### src/rtl/slot_sel_pkg.sv
// Package: shared types for the slot address decoder.
// Assumes: consumers agree on the default address width below.
package slot_sel_pkg;

    localparam int unsigned DEF_ADDR_W = 4;

    // Control outputs handed from the select logic to the top.
    typedef struct packed {
        logic sel;
        logic rd_en;
        logic rst;
    } slot_ctl_t;

endpackage

### src/rtl/slot_lut_shift.sv
// Module: slot_lut_shift
// Holds the one-bit address table as a shift register. It loads all ones
// on reset and shifts serial data in at index 0 when enabled. It also
// presents the entry at the looked-up address and the reserved top entry.
// Assumes: DEPTH equals 2**ADDR_W, and the shift port uses the bus clock.
module slot_lut_shift #(
    parameter int unsigned ADDR_W = 4
) (
    input  logic              clk,
    input  logic              rst_n,
    input  logic              shift_en,
    input  logic              din,
    input  logic [ADDR_W-1:0] addr,
    output logic              hit,
    output logic              top_bit
);
    localparam int unsigned DEPTH = 1 << ADDR_W;

    logic [DEPTH-1:0] tbl_q;

    // Table register: all ones on reset, shift toward the top when enabled.
    always_ff @(posedge clk) begin
        if (!rst_n) begin
            tbl_q <= '1;
        end else if (shift_en) begin
            tbl_q <= {tbl_q[DEPTH-2:0], din};
        end
    end

    // Lookup of the addressed entry and the reserved-code entry.
    always_comb begin
        hit     = tbl_q[addr];
        top_bit = tbl_q[DEPTH-1];
    end

endmodule

### src/rtl/slot_sel_logic.sv
// Module: slot_sel_logic
// Turns the table lookup and the bus strobes into select, read enable and
// module reset. It suppresses the select for the reserved code, during
// shifting, and while the slot is unconfigured.
// Assumes: the reserved code is the all-ones address.
module slot_sel_logic
    import slot_sel_pkg::*;
#(
    parameter int unsigned ADDR_W = 4
) (
    input  logic              hit,
    input  logic              top_bit,
    input  logic              shift_en,
    input  logic              bus_en,
    input  logic              bus_rd,
    input  logic [ADDR_W-1:0] addr,
    output slot_ctl_t         ctl
);
    localparam logic [ADDR_W-1:0] RESERVED = '1;

    logic addr_ok;

    // Qualify the address: the reserved code never selects.
    always_comb addr_ok = (addr != RESERVED);

    // Build select, read enable and reset from the qualified lookup.
    always_comb begin
        ctl.rst   = top_bit;
        ctl.sel   = hit & bus_en & addr_ok & ~shift_en & ~top_bit;
        ctl.rd_en = ctl.sel & bus_rd;
    end

endmodule

### src/rtl/slot_select_gen.sv
// Module: slot_select_gen (top)
// Per-slot module select generator built from a serially loaded address
// table plus the select, read-enable and reset qualification logic.
// Assumes: one clock serves both the bus and the configuration shift port.
module slot_select_gen
    import slot_sel_pkg::*;
#(
    parameter int unsigned ADDR_W = DEF_ADDR_W
) (
    input  logic              clk,
    input  logic              rst_n,
    input  logic              cfg_shift_en,
    input  logic              cfg_din,
    input  logic              bus_en,
    input  logic              bus_rd,
    input  logic [ADDR_W-1:0] bus_addr,
    output logic              mod_sel,
    output logic              mod_rd_en,
    output logic              mod_rst
);
    logic      hit;
    logic      top_bit;
    slot_ctl_t ctl;

    slot_lut_shift #(.ADDR_W(ADDR_W)) u_tbl (
        .clk      (clk),
        .rst_n    (rst_n),
        .shift_en (cfg_shift_en),
        .din      (cfg_din),
        .addr     (bus_addr),
        .hit      (hit),
        .top_bit  (top_bit)
    );

    slot_sel_logic #(.ADDR_W(ADDR_W)) u_sel (
        .hit      (hit),
        .top_bit  (top_bit),
        .shift_en (cfg_shift_en),
        .bus_en   (bus_en),
        .bus_rd   (bus_rd),
        .addr     (bus_addr),
        .ctl      (ctl)
    );

    // Drive the outputs from the packed control word.
    always_comb begin
        mod_sel   = ctl.sel;
        mod_rd_en = ctl.rd_en;
        mod_rst   = ctl.rst;
    end

endmodule

### config.mk
export PLATFORM = sky130hd
export DESIGN_NAME = slot_select_gen
export DESIGN_NICKNAME = d
export VERILOG_FILES = /design/src/rtl/slot_sel_pkg.sv /design/src/rtl/slot_lut_shift.sv /design/src/rtl/slot_sel_logic.sv /design/src/rtl/slot_select_gen.sv
export SDC_FILE = /design/constraint.sdc
export NUM_CORES = 1
export LEC_CHECK = 0
export ABC_CLOCK_PERIOD_IN_PS = 1700
export BUFFER_PORTS_ARGS = -buffer_cell sky130_fd_sc_hd__buf_4
export CAP_MARGIN = 10
export CORE_UTILIZATION = 50
export CTS_CLUSTER_DIAMETER = 120
export CTS_CLUSTER_SIZE = 40
export DETAILED_ROUTE_END_ITERATION = 7
export PLACE_DENSITY = 0.72
export SYNTH_ARGS = -nofsm -noshare
export SYNTH_HDL_FRONTEND = slang
export SYNTH_SLANG_ARGS = --single-unit
### constraint.sdc
create_clock -name clk -period 1.7 [get_ports clk]
set_clock_uncertainty 0.05 [all_clocks]
set_input_delay 0.17 -clock clk [delete_from_list [all_inputs] [get_ports clk]]
set_output_delay 0.17 -clock clk [all_outputs]
set_load 0.005 [all_outputs]
==> results of run 1 <==
-- through the flow --
step           instance area (um2)  instances  setup WS (ps)
2_1_floorplan                  752         75            155
3_3_place_gp                   858        101           22.6
3_5_place_dp                   858        101          -22.8
4_1_cts                        958        109           -261
5_1_grt                        958        109           -316
6_report                       958        109           -238
-- power by group through the flow --
stage                     Sequential (uW)  Combinational, uW  Clock, uW
final                                 380               62.2        249
after global routing                  380               66.8        276
after CTS                             380               62.2        259
after detailed placement              389               60.7          0
after global placement                388               60.1          0
after floorplan                       388               39.8          0
-- worst min-delay path, stage by stage --
cell and delay [ps]:
buf_4 70, mux2i_1 50, nand2_1 60
-- per-layer routing --
layer	vias up	global-route usage, %	share of wire (%)
met1	267	23.3	48
met2	12	30.9	46
met4	0	7.50	0.44
li1	301	-	-
met3	2	8.15	5.0
met5	-	0	0
-- layout by cell type (no fill, tap or decap), types with 2 or more instances in the layout --
cell / instances
nand2_1: 16
dfxtp_2: 11
clkbuf_4: 3
mux4_2: 2
buf_4: 20
dfxtp_1: 5
mux2i_1: 21
o21ai_0: 2
nand3_1: 2
-- final timing paths --
| path | end | slack [ps] |
|---|---|---|
| min reg2reg | u_tbl.tbl_q[11] | 420 |
| max | mod_rd_en | -240 |
| max reg2reg | u_tbl.tbl_q[6] | 850 |
| min | u_tbl.tbl_q[0] | 40 |
-- cells by family after synthesis --
kind of cell | count (synthesis) | share of synthesized area, %
buf+inv | 6 | 4.82
compound gates | 4 | 3.16
flops | 16 | 42.6
simple gates | 26 | 15.5
mux | 23 | 33.9
-- what timing repair did --
action | in CTS | in global routing
setup endpoints to repair | 2 | 2
setup buffers | 4 | 0
pin swaps | 4 | 0
gates resized for setup | 17 | 0
hold buffers | 0 | 0
endpoints found under the hold margin | 0 | 0
-- area by class of cell --
type	count	share of cell area [%]
sequential	16	34.9
timing repair buffer	20	15.7
inverter	1	0.392
clock buffer	4	3.79
tap	15	1.96
multi-input combinational	53	43.3
==> flow_metrics.py, run 1 <==
metrics = {
    "synth": {
        "mappedNetlistNets": 85,
        "syn_avg_cell_area_um2": 10.0,
        "yosys-top-cells-count": "mux2i_1 (21), nand2_1 (17), dfxtp_1 (16), o21ai_0 (3)",
        "yosys.cell_count.top_type": "mux2i_1",
        "synth_flop_cell": "dfxtp_1",
        "synth_top_area_share_pct": 42.6,
        "ys_seq_area_share_pct": 42.6,
        "synth_edf_count": 0,
        "ys_types": 17,
        "synth_largest_area_cell": "dfxtp_1",
        "ys_top_cells_by_area": "dfxtp_1 (43%), mux2i_1 (28%), nand2_1 (8.5%)",
        "async_reset_ff_share_pct": 0,
        "synth_seq_cells": 16,
        "synthesis.area_um2": 752,
        "synthCells": 75,
        "yosysWarnings": 0,
    },
    "routing": {
        "routedWlPerCell_um": 12.6,
        "num_vias": 582,
        "drt_iter0_drc": 9,
        "ant_nets": 0,
        "vias_per_cell": 5.34,
        "drc_errors": 0,
        "wl_mm": 1.37,
        "drt_pass1_iterations": 4,
    },
    "pwr": {
        "power_uw": 691,
        "switchingPower_uw": 151,
        "ir_drop_v": 0.000453,
        "power.share.clock_pct": 36.1,
        "p_leak_uw": 0.000422,
        "power_frac_seq_pct": 54.9,
        "comb_power_share_pct": 9.0,
        "p_per_area_nw_per_um2": 721,
        "switching_share_pct": 21.8,
        "intPower_uw": 540,
    },
    "timing": {
        "period_needed_ps": 1940,
        "tightest_slew_ps": 249,
        "timing.fmax_mhz": 516,
        "setup_viol": 2,
        "postLayoutSetupSlackWorst_ps": -238,
        "relSlewSlack_pct": 83.4,
        "drv_slew": 0,
        "hold_viol_final": 0,
        "fin_setup_tns_ps": -417,
        "fin_crit_sh_pct": 114,
        "rsz0062_at_grt": "true",
        "fin_hold_ws_ps": 38.4,
    },
    "critical_path": {
        "r2r_start": "u_tbl.tbl_q[6]",
        "critPathKind": "flip-flop to primary output",
        "crit_fanout": 3,
        "slowest_stage": "mux4_2",
        "critical_path_arrival_ps": 1720,
        "reg2reg_depth": 3,
        "start_kind": "flip-flop",
        "end_kind": "primary output",
        "cp.required_ps": 1480,
        "cp.depth": 5,
        "crit_buf_inv": 1,
        "setup.worst_path.start": "u_tbl.tbl_q[15]",
        "max_stage_delay_ps": 470,
        "crit_chain": "mux2i_1, mux4_2, or3_1, o21ai_1, buf_4",
        "cpLargestDelayFamily": "multiplexers",
    },
    "run_status": {
        "status": "finished, violations left",
        "violations": "negative setup slack",
    },
    "clock_network": {
        "cts-buffers-inserted": 3,
        "cts_root_buf": "clkbuf_4",
        "clk_latency_ps": 290,
        "cts.sink_count": 16,
        "clk_pin_slew_ps": 100,
        "cts_tree": "built",
        "clk_path_buf_depth": 2,
        "htreeDepth": 1,
    },
    "cells_and_area": {
        "fillers": 115,
        "multi_input_area_um2": 415,
        "reg_top3": "u_tbl.tbl_q x16",
        "layout-drive-gt1-share_pct": 45.7,
        "largest-register": "u_tbl.tbl_q",
        "diodes": 0,
        "final_nets": 105,
        "fin_util_pct": 71.0,
        "seq_area_um2": 334,
        "syn_to_final_growth_pct": 27.5,
        "largest_register_ff_count": 16,
    },
    "die": {
        "initial_core_util_pct": 55.7,
        "io_pins": 13,
        "num_rows": 13,
        "die_h_um": 40.8,
        "die_area_um2": 1660,
        "die_w_um": 40.8,
        "core_area_um2": 1350,
    },
    "hold_path": {
        "worstHoldStart": "cfg_din",
        "hold_class": "primary input to flip-flop",
        "whs_path_depth": 3,
    },
    "grt": {
        "grt-ovfl-total": 0,
        "grt_util_all_layers_pct": 19.5,
        "grt_pass1_vias": 494,
        "grt_max_degree": 17,
        "grt_pass1_wl_mm": 2.04,
        "antenna_found_initial": 0,
    },
    "placed_design": {
        "gp_congestion": 0.671,
        "hpwl_um": 943,
        "port_buffers": 12,
    },
    "job": {
        "max-cap-violations": 0,
    },
}
No activity file was read; power rests on OpenSTA's default activity.
==> inputs of run 2 (changes only) <==
SETUP_SLACK_MARGIN = 0.2   (was unset)
==> flow_metrics.py, run 2 (synthesis results as in run 1) <==
metrics = {
    "timing": {
        "setup_viol": 2,
        "tightest_slew_ps": 255,
        "relSlewSlack_pct": 83.0,
        "drv_slew": 0,
        "period_needed_ps": 1890,
        "postLayoutSetupSlackWorst_ps": -193,
        "fin_hold_ws_ps": 58.2,
        "rsz0062_at_grt": "true",
        "hold_viol_final": 0,
        "timing.fmax_mhz": 528,
        "fin_crit_sh_pct": 111,
    },
    "cells_and_area": {
        "fin_area_um2": 920,
        "diodes": 0,
        "reg_top3": "u_tbl.tbl_q x16",
        "largest_register_ff_count": 16,
        "layout_common_cells": "mux2i_1 (21), buf_4 (18), nand2_1 (17)",
        "layout-drive-gt1-share_pct": 40.7,
        "syn_to_final_growth_pct": 22.3,
        "final_nets": 103,
        "largest-register": "u_tbl.tbl_q",
        "layout_commonest_cell": "mux2i_1",
    },
    "die": {
        "die_h_um": 40.8,
        "core_area_um2": 1350,
        "io_pins": 13,
        "initial_core_util_pct": 55.7,
        "die_w_um": 40.8,
        "die_area_um2": 1660,
        "num_rows": 13,
    },
    "placed_design": {
        "dpl_cell_area_um2": 845,
        "place_ws_ps": 3.95,
        "port_buffers": 12,
        "hpwl_um": 926,
        "gp_congestion": 0.631,
    },
    "routing": {
        "drt_iter0_drc": 11,
        "ant_nets": 0,
        "drc_errors": 0,
        "vias_per_cell": 5.32,
        "num_vias": 564,
        "wl_mm": 1.37,
        "drt_pass1_iterations": 2,
        "routedWlPerCell_um": 12.9,
    },
    "critical_path": {
        "crit_chain": "mux2i_1, mux4_2, or3_1, o21ai_1, buf_4",
        "critical_path_arrival_ps": 1670,
        "critPathKind": "flip-flop to primary output",
        "slowest_stage": "mux4_2",
        "end_kind": "primary output",
        "start_kind": "flip-flop",
        "max_stage_delay_ps": 480,
        "cp.required_ps": 1480,
        "crit_fanout": 2,
    },
    "pwr": {
        "p_per_area_nw_per_um2": 684,
        "comb_power_share_pct": 9.7,
        "switching_share_pct": 21.9,
        "intPower_uw": 491,
        "ir_drop_v": 0.000587,
        "power.share.clock_pct": 29.9,
        "p_leak_uw": 0.000409,
        "switchingPower_uw": 138,
        "power_frac_seq_pct": 60.4,
    },
    "hold_path": {
        "hold_class": "primary input to flip-flop",
    },
    "clock_network": {
        "postCtsHoldBufs": 0,
        "cts-buffers-inserted": 3,
        "clk_latency_ps": 270,
        "clk_path_buf_depth": 2,
        "htreeDepth": 1,
        "cts.sink_count": 16,
        "clk_pin_slew_ps": 80,
        "cts_tree": "built",
        "cts_root_buf": "clkbuf_4",
    },
    "job": {
        "max-cap-violations": 0,
    },
    "run_status": {
        "status": "finished, violations left",
        "violations": "negative setup slack",
    },
    "grt": {
        "grt_pass1_wl_mm": 2.11,
        "grt_util_all_layers_pct": 19.8,
        "grt_pass1_vias": 499,
        "grt-ovfl-total": 0,
        "grt_max_degree": 17,
        "antenna_found_initial": 0,
    },
}
[run 2: cell type report]
class                           instances  area, um2
Inverter                                1       3.75
Sequential cell                        16        333
Clock buffer                            3       22.5
Multi-Input combinational cell         53        407
Tap cell                               15       18.8
Timing Repair Buffer                   18        135
Fill cell                             122        430
[run 2: critical path, delay by kind of cell (launching register included)]
| kind | cells | cell delay, ps |
|---|---|---|
| mux | 2 | 540 |
| flops | 1 | 340 |
| simple gates | 1 | 320 |
| buf+inv | 1 | 120 |
| compound gates | 1 | 80 |
[run 2: power by group through the flow]
stage	registers [uW]	logic, uW	clock network (uW)
after floorplan	388	39.9	0
after global placement	388	58.5	0
after detailed placement	389	59.5	0
after CTS	380	61.1	196
after global routing	380	66.5	212
final	380	61.3	188
[run 2: through the flow]
stage | cells | setup TNS (ps) | utilization [%] | total power, uW
2_1_floorplan | 75 | 0 | - | 428
3_3_place_gp | 99 | 0 | 62.6 | 447
3_5_place_dp | 99 | 0 | 62.6 | 448
4_1_cts | 106 | -395 | 68.1 | 637
5_1_grt | 106 | -534 | 68.1 | 658
6_report | 106 | -379 | 68.1 | 629
[run 2: final timing paths]
kind / slack [ps] / end / startpoint / depth (start not counted)
worst max-delay path: -190 / mod_rd_en / u_tbl.tbl_q[11] / 5
worst min-delay path: 60 / u_tbl.tbl_q[0] / cfg_din / 3
worst max register to register: 860 / u_tbl.tbl_q[2] / u_tbl.tbl_q[2] / 3
worst min register to register: 440 / u_tbl.tbl_q[10] / u_tbl.tbl_q[10] / 2
[run 2: layer usage]
| metal | up-vias | part of all wire [%] | track usage [%] |
|---|---|---|---|
| met5 | - | 0 | 0 |
| met4 | 0 | 0.88 | 12.5 |
| met3 | 2 | 3.4 | 3.26 |
| met2 | 11 | 45 | 28.1 |
| met1 | 254 | 51 | 27.4 |
| li1 | 297 | - | - |
[run 2: repair_timing]
action,CTS,global route
setup endpoints to repair,2,2
pin swaps,1,0
resized for setup,11,0
setup buffers,4,0
